===== config.mk =====
export PLATFORM = sky130hd
export DESIGN_NAME = ls_align_unit
export DESIGN_NICKNAME = d
export VERILOG_FILES = /design/src/rtl/lsa_pkg.sv /design/src/rtl/lsa_misalign.sv /design/src/rtl/lsa_store_steer.sv /design/src/rtl/lsa_load_extend.sv /design/src/rtl/ls_align_unit.sv
export SDC_FILE = /design/constraint.sdc
export NUM_CORES = 1
export LEC_CHECK = 0
export BUFFER_PORTS_ARGS = -buffer_cell sky130_fd_sc_hd__buf_4
export CORE_MARGIN = 3
export CORE_UTILIZATION = 38
export DETAILED_ROUTE_END_ITERATION = 8
export PLACE_DENSITY = 0.77
export SETUP_SLACK_MARGIN = 0.5
export SKIP_LAST_GASP = 1
export SLEW_MARGIN = 20
export SYNTH_ARGS = -nofsm -noshare
export SYNTH_HDL_FRONTEND = slang
export SYNTH_SLANG_ARGS = --single-unit

===== constraint.sdc =====
create_clock -name clk -period 2.15 [get_ports clk]
set_input_delay 0.215 -clock clk [delete_from_list [all_inputs] [get_ports clk]]
set_output_delay 0.215 -clock clk [all_outputs]
set_load 0.05 [all_outputs]

===== src/rtl/lsa_pkg.sv =====
// Package: shared sizes and helpers for the load/store lane aligner.
// Assumes a power-of-two lane count; word size equals the full bus.
package lsa_pkg;
    localparam int unsigned LANES  = 4;
    localparam int unsigned LANE_W = 8;
    localparam int unsigned WORD_W = LANES * LANE_W;
    localparam int unsigned OFS_W  = $clog2(LANES);

    typedef enum logic [1:0] {
        SZ_BYTE = 2'd0,
        SZ_HALF = 2'd1,
        SZ_WORD = 2'd2,
        SZ_BAD  = 2'd3
    } acc_size_e;

    // Element byte count minus one, as a lane-offset mask.
    function automatic logic [OFS_W-1:0] size_mask(acc_size_e sz);
        case (sz)
            SZ_BYTE: return '0;
            SZ_HALF: return OFS_W'(1);
            default: return '1;
        endcase
    endfunction
endpackage


===== src/rtl/lsa_misalign.sv =====
// Misalignment detector: flags any access whose offset is not a multiple
// of its size, and the illegal size code. Purely combinational.
module lsa_misalign
    import lsa_pkg::*;
#(
    parameter int unsigned NLANES = LANES
) (
    input  acc_size_e                   size,
    input  logic [$clog2(NLANES)-1:0]   ofs,
    output logic                        bad
);
    // Decide legality from size and low address bits.
    always_comb begin
        case (size)
            SZ_BYTE: bad = 1'b0;
            SZ_HALF: bad = ofs[0];
            SZ_WORD: bad = |ofs;
            default: bad = 1'b1;
        endcase
    end
endmodule


===== src/rtl/lsa_store_steer.sv =====
// Store steering: per-lane byte enables and lane data for one access.
// Each lane carries operand byte (lane index mod element size); this holds
// for both byte orders because elements are naturally aligned.
module lsa_store_steer
    import lsa_pkg::*;
#(
    parameter int unsigned NLANES = LANES,
    parameter int unsigned BYTE_W = LANE_W
) (
    input  acc_size_e                       size,
    input  logic [$clog2(NLANES)-1:0]       ofs,
    input  logic                            big,
    input  logic [NLANES*BYTE_W-1:0]        wdata_in,
    output logic [NLANES-1:0]               be,
    output logic [NLANES*BYTE_W-1:0]        wdata_out
);
    localparam int unsigned OW = $clog2(NLANES);

    logic [OW-1:0] msk;
    assign msk = size_mask(size);

    for (genvar i = 0; i < NLANES; i++) begin : g_lane
        localparam logic [OW-1:0] LI = OW'(i);
        logic [OW-1:0] lane_ofs;
        logic [OW-1:0] src;
        // Address offset held by this lane under the chosen byte order.
        assign lane_ofs = big ? ~LI : LI;
        assign src      = LI & msk;
        assign be[i]    = (lane_ofs & ~msk) == (ofs & ~msk);
        assign wdata_out[i*BYTE_W +: BYTE_W] = wdata_in[src*BYTE_W +: BYTE_W];
    end
endmodule


===== src/rtl/lsa_load_extend.sv =====
// Load extraction: gathers the element from its lanes and sign- or
// zero-extends it to the full word. Purely combinational.
module lsa_load_extend
    import lsa_pkg::*;
#(
    parameter int unsigned NLANES = LANES,
    parameter int unsigned BYTE_W = LANE_W
) (
    input  acc_size_e                       size,
    input  logic [$clog2(NLANES)-1:0]       ofs,
    input  logic                            big,
    input  logic                            sgn,
    input  logic [NLANES*BYTE_W-1:0]        rdata,
    output logic [NLANES*BYTE_W-1:0]        result
);
    localparam int unsigned OW = $clog2(NLANES);

    logic [OW-1:0] msk;
    logic [OW-1:0] grp;
    logic [OW-1:0] top_lane;
    logic          fill;

    assign msk      = size_mask(size);
    assign grp      = (big ? ~ofs : ofs) & ~msk;
    assign top_lane = grp | msk;
    assign fill     = sgn & rdata[top_lane*BYTE_W + BYTE_W - 1];

    for (genvar k = 0; k < NLANES; k++) begin : g_byte
        localparam logic [OW-1:0] KI = OW'(k);
        logic [OW-1:0] lane_k;
        // Element byte k lives in lane grp|k; bytes past the element get fill.
        assign lane_k = grp | (KI & msk);
        assign result[k*BYTE_W +: BYTE_W] = ((KI & ~msk) == '0)
            ? rdata[lane_k*BYTE_W +: BYTE_W]
            : {BYTE_W{fill}};
    end
endmodule


===== src/rtl/ls_align_unit.sv =====
// Load/store lane aligner top. Accepts one request when idle, captures all
// request fields (including byte order), issues a single-cycle memory
// access or a fault response, and returns the load result two cycles after
// the memory strobe. Assumes memory returns read data one cycle after mem_req.
module ls_align_unit
    import lsa_pkg::*;
#(
    parameter int unsigned ADDR_W = 32
) (
    input  logic                clk,
    input  logic                rst_n,
    input  logic                req_valid,
    output logic                req_ready,
    input  logic                req_write,
    input  logic [1:0]          req_size,
    input  logic                req_signed,
    input  logic                big_endian,
    input  logic [ADDR_W-1:0]   req_addr,
    input  logic [WORD_W-1:0]   req_wdata,
    output logic                mem_req,
    output logic                mem_we,
    output logic [ADDR_W-1:0]   mem_addr,
    output logic [LANES-1:0]    mem_be,
    output logic [WORD_W-1:0]   mem_wdata,
    input  logic [WORD_W-1:0]   mem_rdata,
    output logic                rsp_valid,
    output logic                rsp_fault,
    output logic [ADDR_W-1:0]   rsp_fault_addr,
    output logic [WORD_W-1:0]   rsp_rdata
);
    typedef enum logic [2:0] {
        ST_IDLE, ST_ISSUE, ST_CAPTURE, ST_RESP, ST_FAULT
    } st_e;

    st_e                state;
    logic [ADDR_W-1:0]  cap_addr;
    acc_size_e          cap_size;
    logic               cap_sgn;
    logic               cap_big;
    logic               cap_wr;
    logic [WORD_W-1:0]  cap_wdata;
    logic [WORD_W-1:0]  load_q;

    logic               misal;
    logic               accept;
    logic [LANES-1:0]   steer_be;
    logic [WORD_W-1:0]  steer_wdata;
    logic [WORD_W-1:0]  ext_data;

    assign accept = req_valid && (state == ST_IDLE);

    lsa_misalign #(.NLANES(LANES)) u_misalign (
        .size (acc_size_e'(req_size)),
        .ofs  (req_addr[OFS_W-1:0]),
        .bad  (misal)
    );

    lsa_store_steer #(.NLANES(LANES), .BYTE_W(LANE_W)) u_steer (
        .size      (cap_size),
        .ofs       (cap_addr[OFS_W-1:0]),
        .big       (cap_big),
        .wdata_in  (cap_wdata),
        .be        (steer_be),
        .wdata_out (steer_wdata)
    );

    lsa_load_extend #(.NLANES(LANES), .BYTE_W(LANE_W)) u_extend (
        .size   (cap_size),
        .ofs    (cap_addr[OFS_W-1:0]),
        .big    (cap_big),
        .sgn    (cap_sgn),
        .rdata  (mem_rdata),
        .result (ext_data)
    );

    // Sequencer: capture request, issue, collect load data, respond.
    always_ff @(posedge clk) begin
        if (!rst_n) begin
            state     <= ST_IDLE;
            cap_addr  <= '0;
            cap_size  <= SZ_BYTE;
            cap_sgn   <= 1'b0;
            cap_big   <= 1'b0;
            cap_wr    <= 1'b0;
            cap_wdata <= '0;
            load_q    <= '0;
        end else begin
            case (state)
                ST_IDLE: begin
                    if (req_valid) begin
                        cap_addr  <= req_addr;
                        cap_size  <= acc_size_e'(req_size);
                        cap_sgn   <= req_signed;
                        cap_big   <= big_endian;
                        cap_wr    <= req_write;
                        cap_wdata <= req_wdata;
                        state     <= misal ? ST_FAULT : ST_ISSUE;
                    end
                end
                ST_ISSUE:   state <= cap_wr ? ST_RESP : ST_CAPTURE;
                ST_CAPTURE: begin
                    load_q <= ext_data;
                    state  <= ST_RESP;
                end
                default:    state <= ST_IDLE;
            endcase
        end
    end

    // Port drive: memory side only in the issue cycle, response side after.
    always_comb begin
        req_ready      = (state == ST_IDLE);
        mem_req        = (state == ST_ISSUE);
        mem_we         = mem_req && cap_wr;
        mem_addr       = mem_req ? {cap_addr[ADDR_W-1:OFS_W], OFS_W'(0)} : '0;
        mem_be         = mem_req ? steer_be : '0;
        mem_wdata      = mem_we ? steer_wdata : '0;
        rsp_valid      = (state == ST_RESP) || (state == ST_FAULT);
        rsp_fault      = (state == ST_FAULT);
        rsp_fault_addr = rsp_fault ? cap_addr : '0;
        rsp_rdata      = ((state == ST_RESP) && !cap_wr) ? load_q : '0;
    end

    // Checks guarding the sequencer and the steering outputs.
    assert_fault_suppress_R7: assert property (@(posedge clk) disable iff (!rst_n)
        (accept && misal) |=> (rsp_valid && rsp_fault && !mem_req));

    assert_issue_next_R8: assert property (@(posedge clk) disable iff (!rst_n)
        (accept && !misal) |=> (mem_req && !rsp_valid));

    assert_single_strobe_R8: assert property (@(posedge clk) disable iff (!rst_n)
        mem_req |=> !mem_req);

    assert_busy_not_ready_R9: assert property (@(posedge clk) disable iff (!rst_n)
        (mem_req || rsp_valid) |-> !req_ready);

    assert_rsp_pulse_R9: assert property (@(posedge clk) disable iff (!rst_n)
        rsp_valid |=> !rsp_valid);

    assert_be_count_R3: assert property (@(posedge clk) disable iff (!rst_n)
        mem_req |-> ($countones(mem_be) == (1 << cap_size)));

    assert_zero_extend_R6: assert property (@(posedge clk) disable iff (!rst_n)
        (rsp_valid && !rsp_fault && !cap_wr && !cap_sgn && cap_size == SZ_BYTE)
            |-> (rsp_rdata[WORD_W-1:LANE_W] == '0));
endmodule


# Word-level counts from Yosys, hierarchy flattened
# Cells that the tools add are included.
[totals]
input_bits = 104
output_inout_bits = 137
elab_cells = 75
ff_bits = 104
[classes]
bitwise = 12
order_cmp = 1
eq_ne = 12
n_shift = 7
addsub = 2
mux = 21
n_reduce_logical = 12
[op_table]
columns = ["operator", "n"]
rows = [
  ["indexed part select 32 x 6 -> 8 bit", 6],
  ["2-to-1 mux 32 bit", 4],
  ["less-than comparator 32 x 6 -> 1 bit, second input constant", 1],
  ["indexed part select 32 x 5 -> 8 bit", 1],
  ["subtractor 32 x 1 -> 32 bit, second input constant", 1],
  ["2-to-1 mux 8 bit", 3],
  ["AND 2 bit", 6],
  ["zero test 2 bit", 5],
  ["2-to-1 mux 2 bit", 5],
  ["case mux 3 bit (3 select lines)", 1],
  ["equality test 2 bit", 4],
  ["adder 5 x 4 -> 6 bit, second input constant", 1],
  ["equality test 3 x 2 -> 1 bit, second input constant", 2],
  ["2-to-1 mux 3 bit", 2],
  ["binary-select mux 1 bit (select 5 bit)", 1],
  ["equality test 2 x 1 -> 1 bit, second input constant", 2],
  ["2-to-1 mux 4 bit", 1],
  ["NOT 2 bit", 2],
  ["OR 2 bit", 2],
  ["case mux 2 bit (2 select lines)", 1],
  ["equality test 3 x 1 -> 1 bit, second input constant", 1],
  ["equality test 3 bit, second input constant", 1],
  ["zero test 3 bit", 1],
  ["case mux 1 bit (3 select lines)", 1],
  ["other kinds (10)", 12],
]

# Longest topological paths before layout
# Gate-level depths: netlist of the first run.
[logic_depth]
depth_word = 11
ltp_mapped = 7
depth_no_buf = 5

# Cells and area by module
# A second synthesis of the first run with hierarchy kept.
[unflattened]
hier_cells = 789
area_unflattened_um2 = 6114.6
[modules_own_cells]
columns = ["mod", "area_per_inst_um2", "cells_each", "instances", "seq_area_each_um2"]
rows = [
  ["ls_align_unit", 4813.4, 618, 1, 2082.0],
  ["lsa_load_extend", 767.0, 100, 1, 0.0],
  ["lsa_store_steer", 520.5, 68, 1, 0.0],
  ["lsa_misalign", 13.8, 3, 1, 0.0],
]

# Worst setup path after synthesis of the first run
# Ideal clock, no wire load.
[synth_timing]
kind = "register -> output"
startpoint = "register state[2]"
endpoint = "output port mem_be[1]"
path_buffers = 2
path_slack_ns = -0.316
t_required_ns = 1.935
arrival_ns = 2.251
path_stages_with_launch = 6
path_cell_list = "dfxtp_1 clkbuf_1 nor3b_2 clkbuf_1 o21ai_0 nor2_1"
[synth_between]
elab_chain_len = 2
[synth_lines]
columns = ["element", "line_no", "rtl"]
rows = [
  ["start: declaration", "ls_align_unit.sv:35", "st_e state;"],
  ["start signal: assignment", "ls_align_unit.sv:97", "state <= misal ? ST_FAULT : ST_ISSUE;"],
  ["start signal: assignment", "ls_align_unit.sv:100", "ST_ISSUE: state <= cap_wr ? ST_RESP : ST_CAPTURE;"],
  ["equality test 3 x 1 -> 1 bit", "ls_align_unit.sv:113", "mem_req = (state == ST_ISSUE);"],
  ["net mem_req", "ls_align_unit.sv:20", "output logic mem_req,"],
  ["2-to-1 mux 4 bit", "ls_align_unit.sv:116", "mem_be = mem_req ? steer_be : '0;"],
  ["end: declaration", "ls_align_unit.sv:23", "output logic [LANES-1:0] mem_be,"],
]
# The timed path passes the listed nets, and every way through them passes these cells.

# Worst setup path in the final report of the first run
[layout_timing]
startpoint = "register state[1]"
endpoint = "output port mem_wdata[13]"
[layout_between]
elab_chain_len = 3
[layout_lines]
columns = ["element", "line_no", "rtl"]
rows = [
  ["equality test 3 x 1 -> 1 bit", "ls_align_unit.sv:113", ""],
  ["logical AND 1 bit", "ls_align_unit.sv:114", "mem_we = mem_req && cap_wr;"],
  ["2-to-1 mux 32 bit", "ls_align_unit.sv:117", "mem_wdata = mem_we ? steer_wdata : '0;"],
  ["end: declaration", "ls_align_unit.sv:24", "output logic [WORD_W-1:0] mem_wdata,"],
]
# Every way passes these cells.

==> impl_metrics.yaml, run 1 <==
floorplanning:
  initial_utilization: 0.3926
  rows: 43
  core_area_um2: 13990
  ios: 241
  die_w_um: 126.2
  die_y_um: 126.2
  dieArea_um2: 15930
cts:
  cts.sinks: 104
  cts_tree: "built"
  clock_path_buffers: 2
  h-tree-depth: 3
  cts_buffers: 9
  insertion_delay_ns: 0.35
  cts-root-buf: "clkbuf_16"
  clk_pin_slew_worst_paths_ns: 0.07
cells_and_area:
  fill_cells: 984
  n_antenna_cell: 0
  drive_above_1_share: 0.5279
  areaGrowthSynthToFinish_pct: 81.13
  final_cell_mix: "nand2_1 (193), buf_4 (157), dfxtp_1 (95), buf_8 (80), and2_4 (64)"
  nNetsFinal: 1067
  final_common_cell: "nand2_1"
synthesis:
  yosysSeqAreaShare: 0.3791
  netlist-cell-type-count: 43
  synthTopCellsByArea: "dfxtp_1 (38%), nand2_1 (14%), and2_1 (11%)"
  yosys.area.top_type_share: 0.3791
  ys_seq_elements: 104
  yosysWarnings: 0
  post-synth-top-area-cell: "dfxtp_1"
  synth_cells: 705
  post_synth_instance_area_um2: 5492
  syn_avg_cell_area_um2: 7.789
timing:
  rsz0062_at_grt: "yes"
  slew_viol_final: 0
  clock_skew_ns: 0.006574
  min_period_ns: 1.927
  period_share: 0.8965
  finalSetupViolations: 0
  hold_viol: 0
  worst_pin_slew_ns: 0.6199
  max_freq_ghz: 0.5188
  max-slew-margin-rel: 0.5849
  fin_ws_ns: 0.2225
  setup_tns_ns: 0
placed_design:
  gp_congestion: 0.9050
  portBuffers: 238
  pre_cts_slack_ns: 0.2235
  hpwl_um: 13110
route:
  wl_met3_um: 1623
  via_per_inst: 5.206
  wl_met2_um: 10810
  highest_layer: "met4"
  m1WireLength_um: 8193
  dr.pass1.iters: 5
  vias: 5977
  drt_iter0_markers: 362
  wl_per_cell_um: 18.33
  ant_nets: 0
  drc: 0
  wirelength_um: 21040
grt:
  grt_pass1_vias: 5560
  grt_usage: 0.2283
  grt_max_degree: 67
  overflow: 0
  antenna_found_initial: 0
  grt_pass1_wl_um: 29460
setup_path:
  crit_path_cell_trace: "nor3b_4, buf_6, nand2_8, buf_12, a21oi_4, buf_6"
  worstPathRequired_ns: 1.93
  crit_buf_inv: 3
  cp_top_family: "buffers and inverters"
  worstSetupPathType: "flop to primary output"
  critPathMaxStageDelay_ns: 0.38
  worstPathArrival_ns: 1.71
  end_kind: "primary output"
  crit_slowest_cell: "dfxtp_4"
  cp_common_cell: "buf_6"
  cp-start-kind: "flop"
  critPathMaxFanout: 7
flow_run:
  max-cap-violations: 0
outcome:
  outcome: "finished clean"
pwr:
  vdd_drop_max_uv: 536.3
  static-leakage-power_nw: 4.114
  cellPowerDensity_nw_per_um2: 667.3
hold_path:
  min_path_type: "input port to flop"
==> synthesized netlist by cell type, drive strengths merged <==
| master | n |
|---|---|
| xor2 | 2 |
| dfxtp | 104 |
| o211ai | 9 |
| nor3b | 4 |
| o21a | 2 |
| o22ai | 1 |
| clkbuf | 37 |
| a32oi | 1 |
| nor2 | 39 |
| nor3 | 2 |
| a31oi | 7 |
| a21boi | 69 |
| o21ai | 28 |
| and2 | 97 |
| xnor2 | 2 |
| o311ai | 1 |
| and3 | 9 |
| buf | 20 |
| or2 | 1 |
| nand2 | 200 |
| a21oi | 22 |
| nand3 | 2 |
| o21bai | 2 |
| nand4 | 2 |
| or3b | 1 |
| o2111ai | 1 |
| mux2i | 24 |
| nand3b | 2 |
| inv | 4 |
| mux4 | 8 |
| conb | 1 |
| nor2b | 1 |
==> metal layers <==
layer / up-vias / GRT usage
met1: 2847 / 0.2761
met4: 0 / 0.04353
met5: - / 0
li1: 2835 / -
met3: 33 / 0.07209
met2: 262 / 0.4016
==> state kept, by name, summed over array words and instances, names as in the netlist <==
register,cells
cap_addr,32
cap_big,1
cap_sgn,1
cap_size,2
cap_wdata,32
cap_wr,1
load_q,32
state,3
==> what timing repair did <==
item	4_1_cts	5_1_grt
gates resized for setup	149	210
pin swaps	13	22
buffers inserted	15	18
hold buffers	0	0
setup endpoints to repair	201	238
hold endpoints to repair	0	0
cloned	4	7
==> kinds of logic after synthesis <==
kind of cell	after synthesis	synth area share
flip-flops	104	0.3791
AO/OA/AOI/OAI	143	0.1768
buffers and inverters	61	0.04784
XOR/XNOR	4	0.009116
multiplexers	32	0.07655
AND/OR/NAND/NOR	360	0.3099
other	1	0.0006829
==> final cells by class <==
cell class	count	area [um^2]	share of cell area
Inverter	4	18.77	0.001887
Clock buffer	12	256.5	0.02579
Clock inverter	4	52.55	0.005283
Sequential cell	104	2111	0.2122
Multi-Input combinational cell	541	3890	0.3911
Tap cell	180	225.2	0.02264
Timing Repair Buffer	303	3393	0.3411
==> path summary, 6_finish.rpt <==
check,startpoint,end,slack (ns),cells after the start
worst min register to register,load_q[1],load_q[1],0.44,2
worst max-delay path,state[1],mem_wdata[13],0.22,6
worst max register to register,cap_size[1],load_q[3],0.53,7
worst min-delay path,req_addr[2],cap_addr[2],0.11,3
==> power breakdown <==
group / internal (mW) / switching, mW
logic: 1.20 / 1.35
clock network: 0.967 / 0.734
registers: 2.15 / 0.232
total: 4.32 / 2.31
==> worst reg2reg max path: stages (launching register included) <==
cell     delay (ns)
dfxtp_2        0.36
buf_12         0.14
nor2_4         0.05
buf_4          0.15
nand2_8        0.12
mux4_2         0.54
nand2_1        0.10
o21ai_2        0.06
==> through the flow <==
stage | total power, mW | hold WS, ns | util | cells | cell area [um^2]
4_1_cts | 6.177 | 0.09580 | 0.6411 | 1123 | 8967
2_1_floorplan | 3.606 | 0.3498 | - | 706 | 5922
5_1_grt | 6.923 | 0.1008 | 0.7111 | 1148 | 9947
3_5_place_dp | 4.168 | 0.4353 | 0.5607 | 1088 | 7844
6_report | 6.637 | 0.1051 | 0.7111 | 1148 | 9947
3_3_place_gp | 4.141 | 0.4310 | 0.5607 | 1088 | 7844
Note: power is estimated with default switching activity, not from simulation.
==> inputs of run 2 (changes only) <==
- CORE_MARGIN: 3 -> unset
- CTS_BUF_LIST: unset -> sky130_fd_sc_hd__clkbuf_16
==> run 2 against run 1 <==
Clock-buffer cell count decreased by 3. Global-route usage increased by 2.7 points. Sequential power about the same. Critical path depth increased by 1. First-iteration DRC count decreased by 13%. Cell count increased by 0.96%. Routed wire length increased by 4.6%. Register-to-register slack got worse by 0.12 ns. Final area increased by 1.1%. Critical endpoint is now rsp_fault_addr[17]. Largest cell class unchanged.
==> impl_metrics.yaml, run 2 (synthesized netlist as in run 1, its figures left out) <==
placed_design:
  gp_congestion: 0.9022
  hpwl_um: 12330
  dp_cells: 1088
  dpl_cell_area_um2: 7794
  portBuffers: 238
setup_path:
  end_kind: "primary output"
  critPathMaxFanout: 6
  cp-start-kind: "flop"
  worstSetupPathType: "flop to primary output"
  worstPathRequired_ns: 1.93
  r2r-start: "state[0]"
  worstPathArrival_ns: 1.81
  setup.worst_path.start: "state[1]"
cts:
  clock_path_buffers: 2
  insertion_delay_ns: 0.35
  postCtsHoldBufs: 0
  cts-root-buf: "clkbuf_16"
  cts_buffers: 9
  h-tree-depth: 3
  cts_tree: "built"
  clk_pin_slew_worst_paths_ns: 0.07
  cts.sinks: 104
timing:
  min_period_ns: 2.028
  period_share: 0.9433
  rsz0062_at_grt: "yes"
  slew_viol_final: 0
  max_freq_ghz: 0.4930
  finalSetupViolations: 0
  clock_skew_ns: 0.008457
  setup_tns_ns: 0
  hold_viol: 0
floorplanning:
  ios: 241
  dieArea_um2: 14940
  core_area_um2: 13990
  die_y_um: 122.2
  initial_utilization: 0.3926
  rows: 43
  die_w_um: 122.2
flow_run:
  max-cap-violations: 0
grt:
  grt_pass1_wl_um: 29370
  busiest_layer: "met2"
  use_met3: 0.06831
  antenna_found_initial: 0
  grt_pass1_vias: 5535
  grt_util_met2: 0.4477
  grt_max_degree: 72
  overflow: 0
  use_met1: 0.3008
  grt_usage: 0.2556
route:
  vias: 6169
  wirelength_um: 22000
  wl_per_cell_um: 18.98
  dr.pass1.iters: 5
  drc: 0
  ant_nets: 0
  via_per_inst: 5.323
  drt_iter0_markers: 315
cells_and_area:
  final_cell_area_um2: 10060
  nNetsFinal: 1078
  fill_cells: 1011
  areaGrowthSynthToFinish_pct: 83.16
  reg_top3: "cap_addr: 32 flops, cap_wdata: 32 flops, load_q: 32 flops"
  final_common_cell: "nand2_1"
  final_cell_mix: "nand2_1 (193), buf_4 (149), dfxtp_1 (95), buf_8 (77), and2_4 (66)"
  finalNonFillerCells: 1159
  n_antenna_cell: 0
  drive_above_1_share: 0.5230
pwr:
  vdd_drop_max_uv: 658.8
  static-leakage-power_nw: 4.192
  cellPowerDensity_nw_per_um2: 670.9
outcome:
  outcome: "finished clean"
hold_path:
  min_path_type: "input port to flop"
  min_from: "req_wdata[5]"
## run 2: cell types whose count changed in the layout (fill, tap and decap cells not counted), moves of 6 or more
cell,delta
buf_6,+18
and3_2,-6
and3_4,+6
buf_4,-8
a21boi_0,-6
## run 2: report_power, final
group	internal [mW]	switching (mW)	total, mW
clock	0.904	0.760	1.66
combinational	1.27	1.45	2.71
sequential	2.15	0.219	2.37
total	4.32	2.43	6.75
## run 2: through the flow
step           hold WS (ns)  utilization  setup WS (ns)  total power [mW]
6_report             0.1031       0.7191         0.1218             6.748
4_1_cts             0.08917       0.6613         0.1896             6.187
3_3_place_gp         0.4309       0.5572         0.3970             4.104
2_1_floorplan        0.3498            -         0.4465             3.606
5_1_grt              0.1008       0.7191        0.07371             7.024
3_5_place_dp         0.4357       0.5572         0.3752             4.133
## run 2: routing by layer
metal  part of all wire  wire, um
met4              0.023       495
met5                  0         0
met2               0.50     10960
met3              0.083      1832
met1               0.40      8718
## run 2: what timing repair did
item / CTS / global route
pin swaps: 37 / 14
gates resized for setup: 244 / 135
endpoints found under the setup margin: 166 / 238
cloned: 9 / 16
setup buffers: 20 / 10
## run 2: final timing paths
| kind | slack (ns) | end | depth (start not counted) |
|---|---|---|---|
| worst max register to register | 0.41 | load_q[14] | 6 |
| worst min register to register | 0.44 | load_q[22] | 2 |
| worst max-delay path | 0.12 | rsp_fault_addr[17] | 7 |
| worst min-delay path | 0.10 | cap_wdata[5] | 3 |
## run 2: worst max-delay path, stage by stage (launching register included)
cell and delay [ns]:
dfxtp_4 0.36, buf_6 0.13, buf_6 0.11, nor3b_4 0.26, buf_6 0.15, buf_6 0.12, and2_2 0.15, buf_4 0.19
## run 2: cell type report
class,count,area (um^2),area share
clock buffers,9,225.2,0.02239
clock inverters,7,71.32,0.007090
inverters,4,18.77,0.001866
multi-input cells,542,3834,0.3811
flip-flops and latches,104,2106,0.2094
well taps,180,225.2,0.02239
repair buffers,313,3578,0.3558
==> inputs of run 3 (changes only) <==
- CORE_UTILIZATION: 38 -> 48
- PLACE_DENSITY: 0.77 -> 0.92
==> run 3 against run 2 <==
Non-clock buffer count is 1 higher. Sequential share of layout area fell by 0.28 points. Combinational power grew 7%. Hold slack better by 0.0084 ns. Utilization increased by 21 points. Clock skew increased by 0.010 ns. Register-to-register slack got worse by 0.25 ns. Routed wire length increased by 30%. Critical path depth is 1 lower.
==> impl_metrics.yaml, run 3 (synthesized netlist as in run 1, its figures left out) <==
outcome:
  outcome: "finished clean"
timing:
  fin_ws_ns: 0.1274
  max-slew-margin-rel: 0.6436
  finalSetupViolations: 0
  slew_viol_final: 0
  rsz0062_at_grt: "yes"
  period_share: 0.9407
  hold_viol: 0
  min_period_ns: 2.023
  max_freq_ghz: 0.4944
  worst_pin_slew_ns: 0.5333
  clock_skew_ns: 0.01874
  fin_hold_ws_ns: 0.1115
  setup_tns_ns: 0
cells_and_area:
  n_antenna_cell: 0
  final_cell_mix: "nand2_1 (189), buf_4 (137), buf_8 (100), dfxtp_1 (95), and2_4 (86)"
  fin_util: 0.9291
  finalNonFillerCells: 1121
  nNetsFinal: 1080
  final_cell_area_um2: 10200
  reg_top3: "cap_addr: 32 flops, cap_wdata: 32 flops, load_q: 32 flops"
  drive_above_1_share: 0.5413
  fill_cells: 342
  multi_input_area_um2: 3965
  areaGrowthSynthToFinish_pct: 85.83
  regArea_um2: 2108
  final_common_cell: "nand2_1"
placed_design:
  dpl_cell_area_um2: 7731
  hpwl_um: 12650
  dp_cells: 1048
  pre_cts_slack_ns: 0.2562
  gp_congestion: 0.8342
  portBuffers: 238
flow_run:
  max-cap-violations: 0
setup_path:
  worstSetupPathType: "flop to primary output"
  crit_buf_inv: 3
  crit_path_cell_trace: "nor3b_4, buf_6, nand2_8, buf_16, a21oi_4, buf_6"
  end_kind: "primary output"
  worstPathRequired_ns: 1.93
  critical_path_depth: 6
  critPathMaxFanout: 7
  crit_slowest_cell: "dfxtp_4"
  cp-start-kind: "flop"
  critPathMaxStageDelay_ns: 0.38
  cp_common_cell: "buf_6"
  rr_worst_depth: 9
  setup.worst_path.start: "state[2]"
  r2r-start: "cap_addr[1]"
  worstPathArrival_ns: 1.81
  cp_top_family: "buffers and inverters"
route:
  via_per_inst: 6.361
  drc: 0
  vias: 7131
  drt_iter0_markers: 994
  dr.pass1.iters: 5
  ant_nets: 0
  wirelength_um: 28710
  wl_per_cell_um: 25.61
hold_path:
  min_path_type: "input port to flop"
  hold_depth: 3
  min_from: "req_wdata[1]"
cts:
  h-tree-depth: 3
  clk_pin_slew_worst_paths_ns: 0.08
  insertion_delay_ns: 0.35
  cts.sinks: 104
  cts_buffers: 9
  cts_tree: "built"
  cts-root-buf: "clkbuf_16"
  clock_path_buffers: 2
  postCtsHoldBufs: 0
floorplanning:
  rows: 38
  ios: 241
  die_w_um: 109.0
  core_area_um2: 10980
  dieArea_um2: 11870
  die_y_um: 109.0
  initial_utilization: 0.5000
grt:
  overflow: 0
  grt_pass1_vias: 6321
  grt_max_degree: 52
  grt_pass1_wl_um: 33820
  antenna_found_initial: 0
  grt_usage: 0.3764
pwr:
  static-leakage-power_nw: 4.261
  p_total_mw: 6.902
  vdd_drop_max_uv: 667.2
  cellPowerDensity_nw_per_um2: 676.4
-- run 3: cell count changes in the layout (fill, tap and decap cells not counted), moves of 4 or more --
cell,previous run,this run
buf_4,149,137
a21boi_0,38,48
buf_6,60,54
and2_4,66,86
buf_8,77,100
o21ai_2,1,9
and2_1,6,0
o21ai_1,17,9
and3_4,8,0
and3_2,0,6
nand2_1,193,189
a21boi_1,29,21
and2_2,26,11
-- run 3: layout make-up --
| cell class | count | share of cell area |
|---|---|---|
| clock buffers | 9 | 0.02207 |
| clock inverters | 7 | 0.005272 |
| inverters | 4 | 0.001839 |
| multi-input cells | 543 | 0.3885 |
| flip-flops and latches | 104 | 0.2066 |
| well taps | 140 | 0.01717 |
| repair buffers | 314 | 0.3585 |
-- run 3: worst paths after layout --
| check | to | slack [ns] |
|---|---|---|
| worst max-delay path | mem_wdata[12] | 0.13 |
| worst min-delay path | cap_wdata[1] | 0.11 |
| worst max register to register | load_q[13] | 0.16 |
| worst min register to register | cap_wdata[18] | 0.46 |
-- run 3: power by group --
part	internal, mW	switching, mW	leakage, nW
combinational	1.27	1.62	3.27
sequential	2.15	0.261	0.855
clock	0.798	0.803	0.134
-- run 3: timing repair --
item,in CTS,in global routing
pin swaps,61,33
setup buffers,22,18
gates resized for setup,359,98
endpoints found under the setup margin,202,228
cloned,12,5
-- run 3: worst reg2reg max path: stages, from the launching register on --
cell,delay (ns)
dfxtp_4,0.39
xnor2_4,0.18
buf_12,0.14
nor2_4,0.15
buf_6,0.13
buf_12,0.10
clkbuf_4,0.20
buf_4,0.15
mux2i_1,0.28
o211ai_1,0.14
-- run 3: metal layers --
| metal | routed length [um] | track usage |
|---|---|---|
| met5 | 70 | 0 |
| met4 | 2311 | 0.2249 |
| met3 | 3441 | 0.07890 |
| met2 | 13450 | 0.6505 |
| met1 | 9429 | 0.4246 |
